--- src/rtl/i2c_stat_pkg.sv ---
package i2c_stat_pkg;

    localparam int ADC_W    = 3;
    localparam int BYTE_W   = 8;
    localparam int CNT_W    = $clog2(BYTE_W + 1);
    localparam logic [4:0] ADDR_PREFIX = 5'b11000;

    typedef enum logic [2:0] {
        ST_IDLE,
        ST_ADDR,
        ST_AACK,
        ST_TX,
        ST_MACK
    } st_e;

    typedef struct packed {
        logic             por;
        logic             lock;
        logic [1:0]       ones;
        logic             agc;
        logic [ADC_W-1:0] code;
    } status_t;

    function automatic status_t pack_status(input logic por,
                                            input logic lock,
                                            input logic agc,
                                            input logic [ADC_W-1:0] code);
        status_t s;
        s.por  = por;
        s.lock = lock;
        s.ones = 2'b11;
        s.agc  = agc;
        s.code = code;
        return s;
    endfunction

endpackage

--- src/rtl/i2c_stat_sync.sv ---
module i2c_stat_sync #(
    parameter int WIDTH  = 2,
    parameter int STAGES = 2
) (
    input  logic             clk,
    input  logic             rst,
    input  logic [WIDTH-1:0] d,
    output logic [WIDTH-1:0] q
);
    logic [WIDTH-1:0] pipe [STAGES];

    always_ff @(posedge clk) begin
        if (rst) begin
            for (int i = 0; i < STAGES; i++) pipe[i] <= '1;
        end else begin
            pipe[0] <= d;
            for (int i = 1; i < STAGES; i++) pipe[i] <= pipe[i-1];
        end
    end

    assign q = pipe[STAGES-1];
endmodule

--- src/rtl/i2c_stat_cond.sv ---
module i2c_stat_cond (
    input  logic clk,
    input  logic rst,
    input  logic scl_s,
    input  logic sda_s,
    output logic scl_rise,
    output logic scl_fall,
    output logic start_c,
    output logic stop_c
);
    logic scl_q, sda_q;

    always_ff @(posedge clk) begin
        if (rst) begin
            scl_q <= 1'b1;
            sda_q <= 1'b1;
        end else begin
            scl_q <= scl_s;
            sda_q <= sda_s;
        end
    end

    assign scl_rise = scl_s & ~scl_q;
    assign scl_fall = ~scl_s & scl_q;
    assign start_c  = scl_s & scl_q & sda_q & ~sda_s;
    assign stop_c   = scl_s & scl_q & ~sda_q & sda_s;
endmodule

--- src/rtl/i2c_stat_engine.sv ---
module i2c_stat_engine
    import i2c_stat_pkg::*;
(
    input  logic             clk,
    input  logic             rst,
    input  logic             scl_s,
    input  logic             sda_s,
    input  logic             scl_rise,
    input  logic             scl_fall,
    input  logic             start_c,
    input  logic             stop_c,
    input  logic [1:0]       addr_sel,
    input  logic             pll_lock,
    input  logic             agc_active,
    input  logic [ADC_W-1:0] adc_code,
    output logic             sda_oe
);
    st_e               state;
    logic [CNT_W-1:0]  cnt;
    logic [BYTE_W-1:0] rx;
    logic [BYTE_W-1:0] shadow;
    logic              match;
    logic              por;
    logic              mack;
    status_t           cap;

    always_comb cap = pack_status(por, pll_lock, agc_active, adc_code);

    always_ff @(posedge clk) begin
        if (rst) begin
            state  <= ST_IDLE;
            cnt    <= '0;
            rx     <= '0;
            shadow <= '0;
            match  <= 1'b0;
            por    <= 1'b1;
            mack   <= 1'b0;
            sda_oe <= 1'b0;
        end else if (start_c) begin
            state  <= ST_ADDR;
            cnt    <= '0;
            mack   <= 1'b0;
            sda_oe <= 1'b0;
        end else if (stop_c) begin
            state  <= ST_IDLE;
            mack   <= 1'b0;
            sda_oe <= 1'b0;
        end else begin
            unique case (state)
                ST_IDLE: ;
                ST_ADDR: begin
                    if (scl_rise && cnt < CNT_W'(BYTE_W)) begin
                        rx  <= {rx[BYTE_W-2:0], sda_s};
                        cnt <= cnt + 1'b1;
                        if (cnt == CNT_W'(BYTE_W - 1))
                            match <= ({rx[BYTE_W-2:0], sda_s} == {ADDR_PREFIX, addr_sel, 1'b1});
                    end else if (scl_fall && cnt == CNT_W'(BYTE_W)) begin
                        if (match) begin
                            sda_oe <= 1'b1;
                            state  <= ST_AACK;
                        end else begin
                            state  <= ST_IDLE;
                        end
                    end
                end
                ST_AACK: begin
                    if (scl_fall) begin
                        shadow <= cap;
                        sda_oe <= ~cap.por;
                        cnt    <= '0;
                        state  <= ST_TX;
                    end
                end
                ST_TX: begin
                    if (scl_fall) begin
                        if (cnt == CNT_W'(BYTE_W - 1)) begin
                            sda_oe <= 1'b0;
                            cnt    <= '0;
                            state  <= ST_MACK;
                        end else begin
                            shadow <= {shadow[BYTE_W-2:0], 1'b0};
                            sda_oe <= ~shadow[BYTE_W-2];
                            cnt    <= cnt + 1'b1;
                        end
                    end
                end
                ST_MACK: begin
                    if (scl_rise) begin
                        if (sda_s) begin
                            por   <= 1'b0;
                            state <= ST_IDLE;
                        end else begin
                            mack  <= 1'b1;
                        end
                    end else if (scl_fall && mack) begin
                        mack   <= 1'b0;
                        shadow <= cap;
                        sda_oe <= ~cap.por;
                        cnt    <= '0;
                        state  <= ST_TX;
                    end
                end
                default: state <= ST_IDLE;
            endcase
        end
    end

    // Drive edges never fall inside an SCL high phase.
    assert_sda_low_phase_R4: assert property (@(posedge clk) disable iff (rst)
        (sda_oe != $past(sda_oe)) |-> !scl_s);

    // Once cleared, the power-up indicator stays cleared.
    assert_por_sticky_R6: assert property (@(posedge clk) disable iff (rst)
        !por |=> !por);

    // Master acknowledge slot is never driven.
    assert_mack_released_R6: assert property (@(posedge clk) disable iff (rst)
        (state == ST_MACK) |-> !sda_oe);

    // A START abandons any transfer and releases the line.
    assert_start_abort_R7: assert property (@(posedge clk) disable iff (rst)
        start_c |=> (state == ST_ADDR) && !sda_oe);

    // Idle means released.
    assert_idle_released_R8: assert property (@(posedge clk) disable iff (rst)
        (state == ST_IDLE) |-> !sda_oe);

    // Drive begins only in the acknowledge slot or a data byte.
    assert_drive_origin_R2: assert property (@(posedge clk) disable iff (rst)
        $rose(sda_oe) |-> (state == ST_AACK || state == ST_TX));
endmodule

--- src/rtl/i2c_stat_port.sv ---
module i2c_stat_port
    import i2c_stat_pkg::*;
(
    input  logic             clk,
    input  logic             rst,
    input  logic             scl_i,
    input  logic             sda_i,
    output logic             sda_oe,
    input  logic [1:0]       addr_sel,
    input  logic             pll_lock,
    input  logic             agc_active,
    input  logic [ADC_W-1:0] adc_code
);
    logic [1:0] lines_s;
    logic       scl_s, sda_s;
    logic       scl_rise, scl_fall, start_c, stop_c;

    i2c_stat_sync #(.WIDTH(2), .STAGES(2)) u_sync (
        .clk (clk),
        .rst (rst),
        .d   ({scl_i, sda_i}),
        .q   (lines_s)
    );

    assign scl_s = lines_s[1];
    assign sda_s = lines_s[0];

    i2c_stat_cond u_cond (
        .clk      (clk),
        .rst      (rst),
        .scl_s    (scl_s),
        .sda_s    (sda_s),
        .scl_rise (scl_rise),
        .scl_fall (scl_fall),
        .start_c  (start_c),
        .stop_c   (stop_c)
    );

    i2c_stat_engine u_engine (
        .clk        (clk),
        .rst        (rst),
        .scl_s      (scl_s),
        .sda_s      (sda_s),
        .scl_rise   (scl_rise),
        .scl_fall   (scl_fall),
        .start_c    (start_c),
        .stop_c     (stop_c),
        .addr_sel   (addr_sel),
        .pll_lock   (pll_lock),
        .agc_active (agc_active),
        .adc_code   (adc_code),
        .sda_oe     (sda_oe)
    );
endmodule

--- config.mk ---
export PLATFORM = sky130hd
export DESIGN_NAME = i2c_stat_port
export DESIGN_NICKNAME = d
export VERILOG_FILES = /design/src/rtl/i2c_stat_pkg.sv /design/src/rtl/i2c_stat_sync.sv /design/src/rtl/i2c_stat_cond.sv /design/src/rtl/i2c_stat_engine.sv /design/src/rtl/i2c_stat_port.sv
export SDC_FILE = /design/constraint.sdc
export NUM_CORES = 1
export LEC_CHECK = 0
export ABC_AREA = 1
export BUFFER_PORTS_ARGS = -buffer_cell sky130_fd_sc_hd__buf_4
export CORE_AREA = 8 8 63 65
export DETAILED_ROUTE_END_ITERATION = 7
export DIE_AREA = 0 0 71 73
export PLACE_DENSITY = 0.77
export SETUP_SLACK_MARGIN = 0.02
export SLEW_MARGIN = 20
export SYNTH_ARGS = -nofsm -noshare
export SYNTH_HDL_FRONTEND = slang
export SYNTH_SLANG_ARGS = --single-unit
--- constraint.sdc ---
create_clock -name clk -period 3 [get_ports clk]
set_clock_uncertainty 0.15 [all_clocks]
set_input_delay 0.6 -clock clk [delete_from_list [all_inputs] [get_ports clk]]
set_output_delay 0.6 -clock clk [all_outputs]
set_load 0.02 [all_outputs]
==> results of run 1 <==
==> cell usage in the layout, fill, tap and decap left out, drive strengths merged <==
master / n
nand2: 68
nor2: 53
dfxtp: 31
inv: 25
o21ai: 16
buf: 11
a21oi: 10
nand3: 9
clkbuf: 7
nand4: 6
or2: 4
nor3: 4
xor2: 2
ha: 2
o221a: 1
xnor2: 1
o21a: 1
o211ai: 1
clkinv: 1
==> flip-flops by register name, indices dropped and copies added, names as in the netlist, 3 cells and up <==
register / cells
u_engine.cnt: 4
u_engine.rx: 7
u_engine.shadow: 7
u_engine.state: 3
u_sync.pipe: 4
==> worst paths after layout <==
path / start / cells after the start / end / slack [ns]
max reg2reg: u_engine.state[1] / 9 / u_engine.shadow[5] / 1.23
max: u_engine.state[1] / 9 / u_engine.shadow[5] / 1.23
min: u_sync.pipe[0][1] / 1 / u_sync.pipe[0][3] / 0.26
min reg2reg: u_sync.pipe[0][1] / 1 / u_sync.pipe[0][3] / 0.26
==> cell families after synthesis <==
group	after synthesis	synth area share (%)
adder cells (fa/ha/maj)	2	1.583
AO/OA/AOI/OAI	29	10.61
flip-flops	31	39.27
AND/OR/NAND/NOR	144	40.70
buffers and inverters	26	6.176
XOR/XNOR	3	1.663
==> area by class of cell <==
type | count | share of cell area (%)
inverter | 25 | 5.361
tap | 33 | 2.359
sequential | 31 | 35.45
timing repair buffer | 11 | 4.718
multi-input combinational | 178 | 49.25
clock inverter | 1 | 0.2859
clock buffer | 7 | 2.573
==> power groups by stage <==
| stage | sequential, mW | clock (mW) | combinational [mW] |
|---|---|---|---|
| final | 0.479 | 0.230 | 0.281 |
| after global routing | 0.483 | 0.257 | 0.320 |
| after CTS | 0.478 | 0.239 | 0.280 |
| after detailed placement | 0.488 | 0 | 0.280 |
| after global placement | 0.487 | 0 | 0.277 |
| after floorplan | 0.486 | 0 | 0.219 |
==> critical path, stage by stage (launching register included) <==
cell and delay [ns]:
dfxtp_1 0.47, inv_2 0.09, nor2_2 0.15, inv_2 0.06
nand2_4 0.09, nand2_4 0.06, nor3_4 0.38, nand2_1 0.10
nand2_1 0.07, nor2_1 0.05
==> per-layer routing <==
| metal | share of wire [%] | vias to the layer above |
|---|---|---|
| met5 | 0 | - |
| met4 | 1.6 | 0 |
| met3 | 4.3 | 4 |
| met2 | 46 | 28 |
| met1 | 48 | 643 |
| li1 | - | 781 |
==> flow_summary.toml, run 1 <==
[power]
power.switching_mw = 0.3465
power_switching_share_pct = 35.01
power.total_mw = 0.9898
power_density_nw_per_um2 = 565.5
clkPwrFrac_pct = 23.3
seqPwrFrac_pct = 48.4
p_int_mw = 0.6433
ir_drop_mv = 0.3172
leakagePower_nw = 0.7948
pwr-share-comb_pct = 28.4

[die]
ios = 12
die_area_sq_um = 5183
core-area_sq_um = 2953
die_h_um = 73
start_util_pct = 53.52
fp-row-count = 20
die_w_um = 71

[drt]
drt_pass1_iterations = 4
drcViolationCount = 0
vias = 1456
wl_per_cell_um = 11.14
first_iter_violations = 99
viasPerCell = 5.091
totalWireLength_um = 3187
ant_nets = 0

[sta]
fmax_mhz = 564.6
hold_viol = 0
period_needed_ns = 1.771
fin_ws_ns = 1.229
rsz0062_at_grt = "false"
slew_headroom_pct = 66.13
drv_slew = 0
worstMarginPinSlew_ns = 0.5075
holdWs_ns = 0.2553
period_share_pct = 59.04
finalSetupTns_ns = 0
setup_viol = 0

[logic_synthesis]
yosysSeqAreaShare_pct = 39.27
ys_ff_latch = 31
synth.most_common_cell = "nand2_1"
synth-main-ff-cell = "dfxtp_1"
syn_area_per_cell_sq_um = 6.725
synth_top_cell_area_share_pct = 39.27
ys_top_cells_by_count = "63 x nand2_1, 49 x nor2_1, 31 x dfxtp_1"
syn_nets = 248
synth_area_sq_um = 1580
yosysWarnings = 0
synth_edf_count = 0
async_flop_share_pct = 0
syn_inst = 235
synth_largest_area_cell = "dfxtp_1"
ys_top_cells_by_area = "dfxtp_1 39%, nand2_1 15%, nor2_1 12%"
yosysUniqueCellTypes = 26

[place]
placed_area_sq_um = 1700
placed_cells = 278
dp_worst_setup_slack_ns = 1.252
dp_hpwl_um = 2372
gp_congestion = 0.9006
port_buffers = 11

[worst_setup_path]
critPathRequiredTime_ns = 3.07
start_kind = "register"
cp.arrival_ns = 1.84
path_class = "register to register"
critPathMaxFanout = 10
end_kind = "register"

[clocking]
cts_sinks = 31
cts_resized = 0
cts-root-buf = "clkbuf_4"
cts_tree = "built"
hold_buffers = 0
clockBufferDepth = 2
htree_levels = 2
path_clk_slew_ns = 0.10
cts_setup_buffers = 0
clock_latency_ns = 0.33
cts_made_buffers = 5

[global_route]
grt_pass1_wl_um = 5409
antenna_found_initial = 0
grtUsageMet3_pct = 4.808
grt-busiest-layer = "met2"
grt_pass1_vias = 1283
grt_overflow = 0
grt.total_usage_pct = 13.14
use_met2_pct = 21.42
grt_max_degree = 19
grtUsageMet1_pct = 15.13

[final_layout]
seq_area_sq_um = 620.6
fillCellCount = 291
drive_gt1_share_pct = 15.02
finish.net_count = 265
syn_to_final_growth_pct = 10.77
multi_input_area_sq_um = 862.1
post-route-util_pct = 59.28
fin_area_sq_um = 1750
fin_cells = 286
n_antenna_cell = 0

[min_path]
hp-class = "register to register"

[outcome]
status = "completed"

[job]
max-cap-violations = 0
Power figures use the tool's default switching activity.
==> run 2: changes to the inputs <==
CORE_AREA = 8 8 64 66   (was 8 8 63 65)
DIE_AREA = 0 0 72 74   (was 0 0 71 73)
clock period = 1.58 ns   (was 3 ns; I/O delays follow)
==> run 2 against run 1 <==
Hold slack got worse by 0.24 ns. Register-to-register slack got worse by 1.2 ns. Combinational power grew to 2.7 times the previous value. Total power up 110%. Sequential power rose by 91%. Global-route usage grew 2.1 points. First-iteration DRC count shrank 9.1%. Worst setup slack got worse by 1.2 ns. Largest cell class unchanged. Cell count grew 16%. Critical path type unchanged. Cell area grew 21%.
==> flow_summary.toml, run 2 (same netlist as run 1, synthesis figures left out) <==
[place]
port_buffers = 11
placed_area_sq_um = 1927
gp_congestion = 0.9323
dp_hpwl_um = 2740
dp_worst_setup_slack_ns = -0.1075
placed_cells = 319

[sta]
setup_viol = 0
slew_headroom_pct = 82.65
hold_viol = 0
rsz0062_at_grt = "true"
fin_ws_ns = 0.01558
fmax_mhz = 639.2
drv_slew = 0
period_share_pct = 99.01
period_needed_ns = 1.564
worstMarginPinSlew_ns = 0.2594

[drt]
first_iter_violations = 90
drcViolationCount = 0
drt_pass1_iterations = 4
viasPerCell = 5.021
vias = 1662
wl_per_cell_um = 11.93
totalWireLength_um = 3948
ant_nets = 0

[die]
start_util_pct = 49.70
die_area_sq_um = 5328
core-area_sq_um = 3179
die_w_um = 72
die_h_um = 74
fp-row-count = 21
ios = 12

[final_layout]
fin_area_sq_um = 2115
layout_common_cells = "59 x nand2_1, 45 x nor2_1, 40 x buf_4"
syn_to_final_growth_pct = 33.81
finish.net_count = 297
fin_cells = 331
final_common_cell = "nand2_1"
n_antenna_cell = 0
fillCellCount = 261
top_regs = "u_engine.rx: 7 flops, u_engine.shadow: 7 flops"
drive_gt1_share_pct = 33.68

[worst_setup_path]
end_kind = "register"
critPathMaxFanout = 4
cp.arrival_ns = 1.69
r2r-end = "u_engine.sda_oe"
r2r_start = "u_engine.state[0]"
reg2regPathDepth = 8
path_class = "register to register"
critPathRequiredTime_ns = 1.70
start_kind = "register"
r2r_setup_slack_ns = 0.02

[power]
power_density_nw_per_um2 = 1006
leakagePower_nw = 0.9601
ir_drop_mv = 0.5957

[clocking]
cts_sinks = 31
htree_levels = 2
path_clk_slew_ns = 0.09
cts_tree = "built"
clockBufferDepth = 2
cts_made_buffers = 5
clock_latency_ns = 0.33
cts-root-buf = "clkbuf_4"
hold_buffers = 0

[min_path]
min_from = "scl_i"
hold_path_depth = 2
hp-class = "input port to register"
whs_endpoint = "u_sync.pipe[0][1]"

[job]
max-cap-violations = 0

[global_route]
grt_pass1_vias = 1463
antenna_found_initial = 0
grt_pass1_wl_um = 6327
grt.total_usage_pct = 15.25
grt_max_degree = 11
grt_overflow = 0

[outcome]
status = "completed"
## run 2: cell types whose count changed in the layout (fill, tap and decap cells not counted), sizes merged
cell | before | now
buf | 11 | 43
## run 2: timing repair
action / in CTS / in global routing
setup endpoints to repair: 12 / 24
setup buffers: 2 / 2
pin swaps: 5 / 6
resized for setup: 8 / 34
## run 2: final cells by class
cell class	count	area, sq um	area share [%]
Multi-Input combinational cell	178	942.2	44.56
Sequential cell	31	631.9	29.88
Timing Repair Buffer	43	334.1	15.80
Inverter	25	98.84	4.675
Tap cell	46	57.56	2.722
Clock buffer	7	45.04	2.130
Clock inverter	1	5.005	0.2367
## run 2: critical path, stage by stage (launching register included)
cell and delay (ns):
dfxtp_2 0.40, buf_4 0.13, nand2_1 0.05, nor2_2 0.13
nand2_1 0.09, buf_4 0.14, o211ai_1 0.20, o21ai_1 0.11
nor2_1 0.09
## run 2: through the flow
| step | total power, mW | setup TNS, ns | utilization, % | hold slack [ns] |
|---|---|---|---|---|
| 3_3_place_gp | 1.555 | -0.3795 | 60.61 | 0.2422 |
| 6_report | 2.128 | 0 | 66.51 | 0.01215 |
| 4_1_cts | 2.039 | 0 | 63.32 | 0.0003340 |
| 3_5_place_dp | 1.566 | -0.4964 | 60.61 | 0.2442 |
| 5_1_grt | 2.257 | -0.2651 | 66.51 | -0.00008310 |
| 2_1_floorplan | 1.339 | 0 | - | 0.2395 |
## run 2: worst max-delay path by stage
stage / cells after the start / slack, ns / startpoint / endpoint
floorplan: 9 / 0.05 / u_engine.state[1] / u_engine.shadow[4]
global placement: 7 / -0.08 / u_engine.cnt[0] / u_engine.shadow[4]
detailed placement: 7 / -0.11 / u_engine.cnt[0] / u_engine.shadow[0]
CTS: 9 / 0.02 / u_sync.pipe[0][3] / u_engine.cnt[0]
global route: 9 / -0.07 / u_engine.state[0] / u_engine.state[2]
finish: 8 / 0.02 / u_engine.state[0] / u_engine.sda_oe
## run 2: per-layer routing
| layer | up-vias | track usage (%) | share of wire, % |
|---|---|---|---|
| li1 | 844 | - | - |
| met1 | 758 | 16.79 | 43 |
| met2 | 46 | 26.42 | 49 |
| met3 | 14 | 4.582 | 4.8 |
| met4 | 0 | 7.256 | 2.9 |
| met5 | - | 0 | 0 |
## run 2: power breakdown
part,internal [mW],switching (mW),leakage [nW],total (mW)
Sequential,0.857,0.0565,0.254,0.914
Combinational,0.329,0.441,0.677,0.770
Clock,0.173,0.270,0.0293,0.443
Total,1.36,0.768,0.960,2.13
